--- src/rtl/edm_pkg.sv ---
package edm_pkg;

    localparam int unsigned LANE_W = 8;
    localparam int unsigned LANES  = 4;
    localparam int unsigned WORD_W = LANE_W * LANES;
    localparam int unsigned OFF_W  = $clog2(LANES);

    typedef enum logic {
        ACC_BYTE = 1'b0,
        ACC_WORD = 1'b1
    } acc_size_e;

    typedef enum logic {
        ORD_LITTLE = 1'b0,
        ORD_BIG    = 1'b1
    } byte_order_e;

    // Lane control produced by the address decoder
    typedef struct packed {
        logic [OFF_W-1:0] lane;
        logic             misalign;
        logic [LANES-1:0] strobe;
    } lane_ctl_t;

    // Physical lane for a byte offset under a given order
    function automatic logic [OFF_W-1:0] lane_of(logic [OFF_W-1:0] off, byte_order_e ord);
        return (ord == ORD_BIG) ? ~off : off;
    endfunction

    function automatic logic [WORD_W-1:0] sext_byte(logic [LANE_W-1:0] b);
        return {{(WORD_W-LANE_W){b[LANE_W-1]}}, b};
    endfunction

endpackage

--- src/rtl/edm_lane_decode.sv ---
module edm_lane_decode
    import edm_pkg::*;
#(
    parameter int unsigned ADDR_W = 8,
    localparam int unsigned IDX_W = ADDR_W - OFF_W
) (
    input  logic [ADDR_W-1:0] addr_i,
    input  acc_size_e         size_i,
    input  byte_order_e       order_i,
    input  logic              we_i,
    input  logic [WORD_W-1:0] wdata_i,
    output logic [IDX_W-1:0]  idx_o,
    output lane_ctl_t         ctl_o,
    output logic [WORD_W-1:0] wbus_o
);

    logic [OFF_W-1:0] off;

    always_comb begin
        off            = addr_i[OFF_W-1:0];
        idx_o          = addr_i[ADDR_W-1:OFF_W];
        ctl_o.lane     = lane_of(off, order_i);
        ctl_o.misalign = (size_i == ACC_WORD) && (off != '0);
        ctl_o.strobe   = '0;
        if (we_i && !ctl_o.misalign) begin
            if (size_i == ACC_WORD) ctl_o.strobe = '1;
            else                    ctl_o.strobe = LANES'(1) << ctl_o.lane;
        end
        wbus_o = (size_i == ACC_WORD) ? wdata_i : {LANES{wdata_i[LANE_W-1:0]}};
    end

endmodule

--- src/rtl/edm_store.sv ---
module edm_store
    import edm_pkg::*;
#(
    parameter int unsigned IDX_W = 6,
    localparam int unsigned DEPTH = 1 << IDX_W
) (
    input  logic              clk,
    input  logic              rst,
    input  logic [IDX_W-1:0]  idx_i,
    input  logic [LANES-1:0]  strobe_i,
    input  logic [WORD_W-1:0] wbus_i,
    input  logic              misalign_i,
    input  acc_size_e         size_i,
    output logic [WORD_W-1:0] rd_word_o
);

    logic [WORD_W-1:0] mem [DEPTH];

    always_ff @(posedge clk) begin
        if (rst) begin
            for (int w = 0; w < DEPTH; w++) mem[w] <= '0;
        end else begin
            for (int l = 0; l < LANES; l++) begin
                if (strobe_i[l]) mem[idx_i][l*LANE_W +: LANE_W] <= wbus_i[l*LANE_W +: LANE_W];
            end
        end
    end

    assign rd_word_o = mem[idx_i];

    // a flagged word access never reaches the array
    a_r7_no_write_misaligned: assert property (@(posedge clk) disable iff (rst)
        misalign_i |-> (strobe_i == '0));

    // a byte store touches exactly one lane
    a_r6_single_lane: assert property (@(posedge clk) disable iff (rst)
        (size_i == ACC_BYTE && strobe_i != '0) |-> ($countones(strobe_i) == 1));

    // a full-word store lands intact
    a_r2_word_lands: assert property (@(posedge clk) disable iff (rst)
        (&strobe_i) |=> (mem[$past(idx_i)] == $past(wbus_i)));

endmodule

--- src/rtl/edm_read_fmt.sv ---
module edm_read_fmt
    import edm_pkg::*;
(
    input  logic              clk,
    input  logic              rst,
    input  logic [WORD_W-1:0] rd_word_i,
    input  logic [OFF_W-1:0]  lane_i,
    input  acc_size_e         size_i,
    output logic [WORD_W-1:0] rdata_o
);

    always_comb begin
        if (size_i == ACC_WORD) rdata_o = rd_word_i;
        else                    rdata_o = sext_byte(rd_word_i[lane_i*LANE_W +: LANE_W]);
    end

    // byte results are sign-extended
    a_r5_sign_extend: assert property (@(posedge clk) disable iff (rst)
        (size_i == ACC_BYTE) |-> (rdata_o[WORD_W-1:LANE_W] == {(WORD_W-LANE_W){rdata_o[LANE_W-1]}}));

endmodule

--- src/rtl/endian_data_mem.sv ---
module endian_data_mem
    import edm_pkg::*;
#(
    parameter int unsigned ADDR_W = 8
) (
    input  logic              clk,
    input  logic              rst,
    input  logic              big_endian_i,
    input  logic [ADDR_W-1:0] addr_i,
    input  logic              size_i,
    input  logic              we_i,
    input  logic [31:0]       wdata_i,
    output logic [31:0]       rdata_o,
    output logic              misalign_o
);

    localparam int unsigned IDX_W = ADDR_W - OFF_W;

    acc_size_e         size;
    byte_order_e       order;
    logic [IDX_W-1:0]  idx;
    lane_ctl_t         ctl;
    logic [WORD_W-1:0] wbus;
    logic [WORD_W-1:0] rd_word;

    assign size  = acc_size_e'(size_i);
    assign order = byte_order_e'(big_endian_i);

    edm_lane_decode #(.ADDR_W(ADDR_W)) u_decode (
        .addr_i  (addr_i),
        .size_i  (size),
        .order_i (order),
        .we_i    (we_i),
        .wdata_i (wdata_i),
        .idx_o   (idx),
        .ctl_o   (ctl),
        .wbus_o  (wbus)
    );

    edm_store #(.IDX_W(IDX_W)) u_store (
        .clk        (clk),
        .rst        (rst),
        .idx_i      (idx),
        .strobe_i   (ctl.strobe),
        .wbus_i     (wbus),
        .misalign_i (ctl.misalign),
        .size_i     (size),
        .rd_word_o  (rd_word)
    );

    edm_read_fmt u_fmt (
        .clk       (clk),
        .rst       (rst),
        .rd_word_i (rd_word),
        .lane_i    (ctl.lane),
        .size_i    (size),
        .rdata_o   (rdata_o)
    );

    assign misalign_o = ctl.misalign;

    // byte accesses never raise the flag
    a_r7_byte_never_flagged: assert property (@(posedge clk) disable iff (rst)
        (size_i == 1'b0) |-> !misalign_o);

endmodule

--- config.mk ---
export PLATFORM = sky130hd
export DESIGN_NAME = endian_data_mem
export DESIGN_NICKNAME = d
export VERILOG_FILES = /design/src/rtl/edm_pkg.sv /design/src/rtl/edm_lane_decode.sv /design/src/rtl/edm_store.sv /design/src/rtl/edm_read_fmt.sv /design/src/rtl/endian_data_mem.sv
export SDC_FILE = /design/constraint.sdc
export NUM_CORES = 2
export LEC_CHECK = 0
export CORE_ASPECT_RATIO = 1.4
export CORE_MARGIN = 1
export CORE_UTILIZATION = 25
export CTS_BUF_LIST = sky130_fd_sc_hd__clkbuf_8
export CTS_CLUSTER_SIZE = 20
export DETAILED_ROUTE_END_ITERATION = 10
export DONT_BUFFER_PORTS = 1
export PLACE_DENSITY_LB_ADDON = 0.05
export SETUP_SLACK_MARGIN = 0.05
export SYNTH_ARGS = -nofsm -noshare
export SYNTH_HDL_FRONTEND = slang
export SYNTH_SLANG_ARGS = --single-unit
--- constraint.sdc ---
create_clock -name clk -period 5.3 [get_ports clk]
set_input_delay 0.265 -clock clk [delete_from_list [all_inputs] [get_ports clk]]
set_output_delay 0.265 -clock clk [all_outputs]
set_load 0.05 [all_outputs]
# --- Word-level counts from Yosys, hierarchy flattened ---
# Memory sizes are Yosys's and may differ from the RTL's.
# Cells that the tools add are included.
totals:
  reg_bits: 0
  latch_bits: 0
  mem_bits_rw: 2048
  mem_bits_ro: 0
  inputBits: 45
  output_inout_bits: 33
  elab_cells: 31
  mem_count: 1
mem_list:
  columns: ["name", "depth", "word_bits", "rd", "rd_ports_with_merged_regs", "write_ports", "line_no", "rtl"]
  rows:
  - ["u_store.mem", 64, 32, 1, 0, 64, "edm_store.sv:17", "logic [WORD_W-1:0] mem [DEPTH];"]
classes:
  add_sub_neg: 0
  multipliers: 0
  div_mod_pow: 0
  order_cmp: 0
  eq_ne: 0
  n_shift: 2
  mux: 22
  n_bitwise: 1
  n_reduce_logical: 5
ops:
  columns: ["op", "count"]
  rows:
  - ["$mux 32", 3]
  - ["$reduce_or 32->1", 1]
  - ["$shiftx 32x6->8", 1]
  - ["$mux 1", 14]
  - ["$mux 4", 3]
  - ["$mux 6", 1]
  - ["$shl 1x2->4 const A", 1]
  - ["$logic_and 1x1->1", 2]
  - ["$mux 2", 1]
  - ["$not 2->2", 1]
  - ["$reduce_bool 2->1", 1]
  - ["$logic_not 1->1", 1]

# --- Longest topological paths before layout ---
logic_depth:
  depth_word: 10
  depth_mapped: 14
  ltp_nobuf: 7

# --- Modules after synthesis ---
# Synthesis repeated with hierarchy kept, for this count alone.
unflattened:
  hier_cells: 7549
  hier_area_um2: 96178.5
by_module_without_submodules:
  columns: ["module", "instances", "cells_each", "area_each_um2", "seq_area_each_um2"]
  rows:
  - ["edm_store", 1, 7380, 95145.0, 61499.0]
  - ["edm_read_fmt", 1, 75, 559.3, 0.0]
  - ["edm_lane_decode", 1, 94, 474.2, 0.0]

# --- Worst setup path before layout ---
# No wires, ideal clock.
synth_timing:
  path_kind: "input port to output port"
  from: "in addr_i[2]"
  to: "out rdata_o[4]"
  arrival_time_ns: 2.834
  required_ns: 5.035
  slack_ns: 2.201
  path_stages: 12
  path_buffers: 5
  cell_sequence: "buf_4 > buf_6 > nor2_2 > buf_2 > buf_2 > buf_1 > a22oi_1 > o22ai_1 > a21oi_1 > o22ai_1 > nor4_1 > o211ai_1"
synth_via:
  elab_chain_cells: 3
synth_lines:
  columns: ["item", "line_no", "rtl"]
  rows:
  - ["start, declared", "endian_data_mem.sv:9", "input logic [ADDR_W-1:0] addr_i,"]
  - ["$mem_v2 64x32 *", null, null]
  - ["$shiftx 32x6->8", "edm_read_fmt.sv:14", "else rdata_o = sext_byte(rd_word_i[lane_i*LANE_W +: LANE_W]);"]
  - ["$mux 32 *", "edm_read_fmt.sv:13", "if (size_i == ACC_WORD) rdata_o = rd_word_i;"]
  - ["end, declared", "endian_data_mem.sv:13", "output logic [31:0] rdata_o,"]
# Every way passes the cells marked *; elsewhere a longest branch is shown, timed or not.

# --- Final worst setup path ---
layout_timing:
  from: "in addr_i[2]"
  to: "out rdata_o[17]"
# Same word-level chain as after synthesis.

==> metrics.yaml <==
clocking:
  root_buffer: "clkbuf_8"
  htree_levels: 5
  cts_tree: "yes"
  path_clk_slew_ps: 70
  clock_path_buffers: 4
  cts-resized-gates: 0
  numCtsBuffers: 362
  clock-sinks: 2048
final_layout:
  final_nets: 7147
  top_register: "u_store.mem"
  syn_to_final_growth_pct: 14.8
  drive_above_1_share_pct: 16.3
  final_cell_area_um2: 106000
  top_regs: "u_store.mem x2048"
  largest_register_ffs: 2048
yosys:
  yosys_warnings: 0
  synthDominantCellAreaShare_pct: 66.9
  synth-simple-area-share_pct: 15.5
  synth-xor-area-share_pct: 0
  syn_area_um2: 91900
  synthDistinctLibCells: 84
  synthArstFlopShare_pct: 0
  yosysMostFrequentCell: "edfxtp_1"
  avgSynthCellArea_um2: 13.2
  synth-main-ff-cell: "edfxtp_1"
  ys_ff_latch: 2048
  synth.area.top_cells: "edfxtp_1, nor2_1, and2_1"
  synth_cells: 6965
  synth-edff-count: 2048
  synth_fp_nets: 7010
  yosysSeqAreaShare_pct: 66.9
  synth-compound-area-share_pct: 7.91
  synth_adder_area_share_pct: 0
  synth_common_cells: "edfxtp_1, nor2_1, and2_1"
  synth_top_family_by_area: "simple AND/OR/NAND/NOR gates"
  muxShareOfSynthArea_pct: 6.49
  yosys.area.top_type: "edfxtp_1"
global_routing:
  grt_usage_pct: 22.4
  grt_max_degree: 448
  grt.overflow.total: 0
  grt_pass1_wl_mm: 573
  antenna_found_initial: 22
  grt_pass1_vias: 63100
min_path:
  hold_path_class: "in2reg"
  min_path_cells: 3
power_and_ir_drop:
  p_leak_nw: 34.7
  peakVddDrop_v: 0.000196
  powerDensity_nw_per_um2: 345
routing:
  drc: 0
  dr.pass1.iters: 6
  dr_total_vias: 62000
  ant_nets: 0
  wl_per_cell_um: 34.7
  via_per_inst: 5.05
  drt_iter0_markers: 5403
  routed_wl_mm: 426
timing:
  hold_ws_ps: 103
  period_minus_slack_ps: 5210
  post-route-period-util_pct: 98.2
  fmax_mhz: 192
  tightest_slew_ps: 1580
  hold_violations: 0
  slew_violations: 59
  setup_viol: 0
  rsz0062_at_grt: "false"
  setup_tns_ps: 0
  slew_headroom_pct: -5.42
floorplan:
  coreArea_um2: 366000
  row_count: 263
  ios: 78
  die_height_um: 719
  initial_core_util_pct: 25.1
  dieWidth_um: 514
  dieArea_um2: 370000
place:
  port_buffers: 0
  dpl_cell_area_um2: 98400
  gp_congestion: 0.793
  dpl.hpwl_mm: 260
worst_setup_path:
  cp-start-kind: "input port"
  crit_arrival_ps: 4940
  crit_type: "in2out"
  critPathMaxFanout: 265
  crit_required_ps: 5040
  worst_setup_path_end_kind: "primary output"
run:
  maxCapViolations: 0
status:
  violations: "slew limit"
  outcome: "finished, violations left"
==> through the flow <==
stage	instances	total power, W	utilization, %	worst slack (ps)
3_5_place_dp	11600	0.0227	26.9	432
5_1_grt	12300	0.0376	28.8	121
6_report	12300	0.0364	28.8	93.1
3_3_place_gp	11600	0.0227	26.9	501
2_1_floorplan	6965	0.0210	-	2200
4_1_cts	12300	0.0368	28.8	114
==> power breakdown <==
group | internal (W) | leakage, nW | switching (W)
logic | 0.000950 | 11.7 | 0.00278
clock network | 0.00649 | 3.57 | 0.00730
registers | 0.0186 | 19.4 | 0.000319
total | 0.0260 | 34.7 | 0.0104
==> final cells by class <==
type,count,area [um^2]
tap,4902,6130
sequential,2048,61500
antenna,11,27.5
timing repair buffer,372,3530
inverter,8,42.5
fill,37500,261000
clock inverter,257,1120
multi-input combinational,4310,28100
clock buffer,369,5080
==> cells in the final DEF, fill, tap and decap left out, types with 29 or more instances in the layout <==
cell / Yosys / layout
inv_1: 2 / 108
mux4_2: 132 / 132
a21oi_1: 111 / 87
buf_4: 30 / 284
and2_1: 526 / 521
dlygate4sd3_1: 0 / 47
nand3_1: 217 / 211
clkinv_2: 0 / 35
a22o_1: 46 / 46
clkbuf_8: 0 / 369
mux2_2: 119 / 119
nand2b_1: 199 / 197
a22oi_1: 258 / 258
o21ai_0: 51 / 51
clkinv_1: 2 / 101
o22ai_1: 60 / 60
nor4_2: 41 / 48
or2_2: 67 / 67
a221o_1: 63 / 63
nand2_1: 125 / 122
a31oi_1: 44 / 44
a222oi_1: 29 / 29
edfxtp_1: 2048 / 2048
a221oi_1: 145 / 145
mux2i_1: 144 / 144
nor2_1: 1594 / 1590
==> layer usage <==
layer	vias up	GRT usage [%]	routed length (um)
li1	26300	-	-
met1	33200	28.2	177000
met2	1974	39.7	218000
met3	507	3.04	19200
met4	6	6.11	11800
met5	-	0	35
==> critical path, cell delays in order <==
cell and delay, ps:
nand2b_2 830, buf_4 370, o22ai_1 300, o21ai_0 310, buf_4 270, o311a_1 140
a31oi_1 650, buf_4 240, a2111o_1 340, buf_4 250, a21o_1 380
==> cell families after synthesis <==
family	count (synthesis)
simple gates	2942
flops	2048
compound gates	955
buf+inv	607
mux	413
==> timing repair <==
item                                    4_1_cts  5_1_grt
endpoints found under the hold margin      3157      134
setup buffers                                 0        0
hold buffers                                 58        1
endpoints found under the setup margin        0       32
==> final timing paths <==
check	from	end	slack, ps
worst max-delay path	addr_i[2]	rdata_o[17]	90
worst min-delay path	wdata_i[1]	u_store.mem[52][25]$_SDFFCE_PN0P_	100
(Power assumes the default switching activity.)
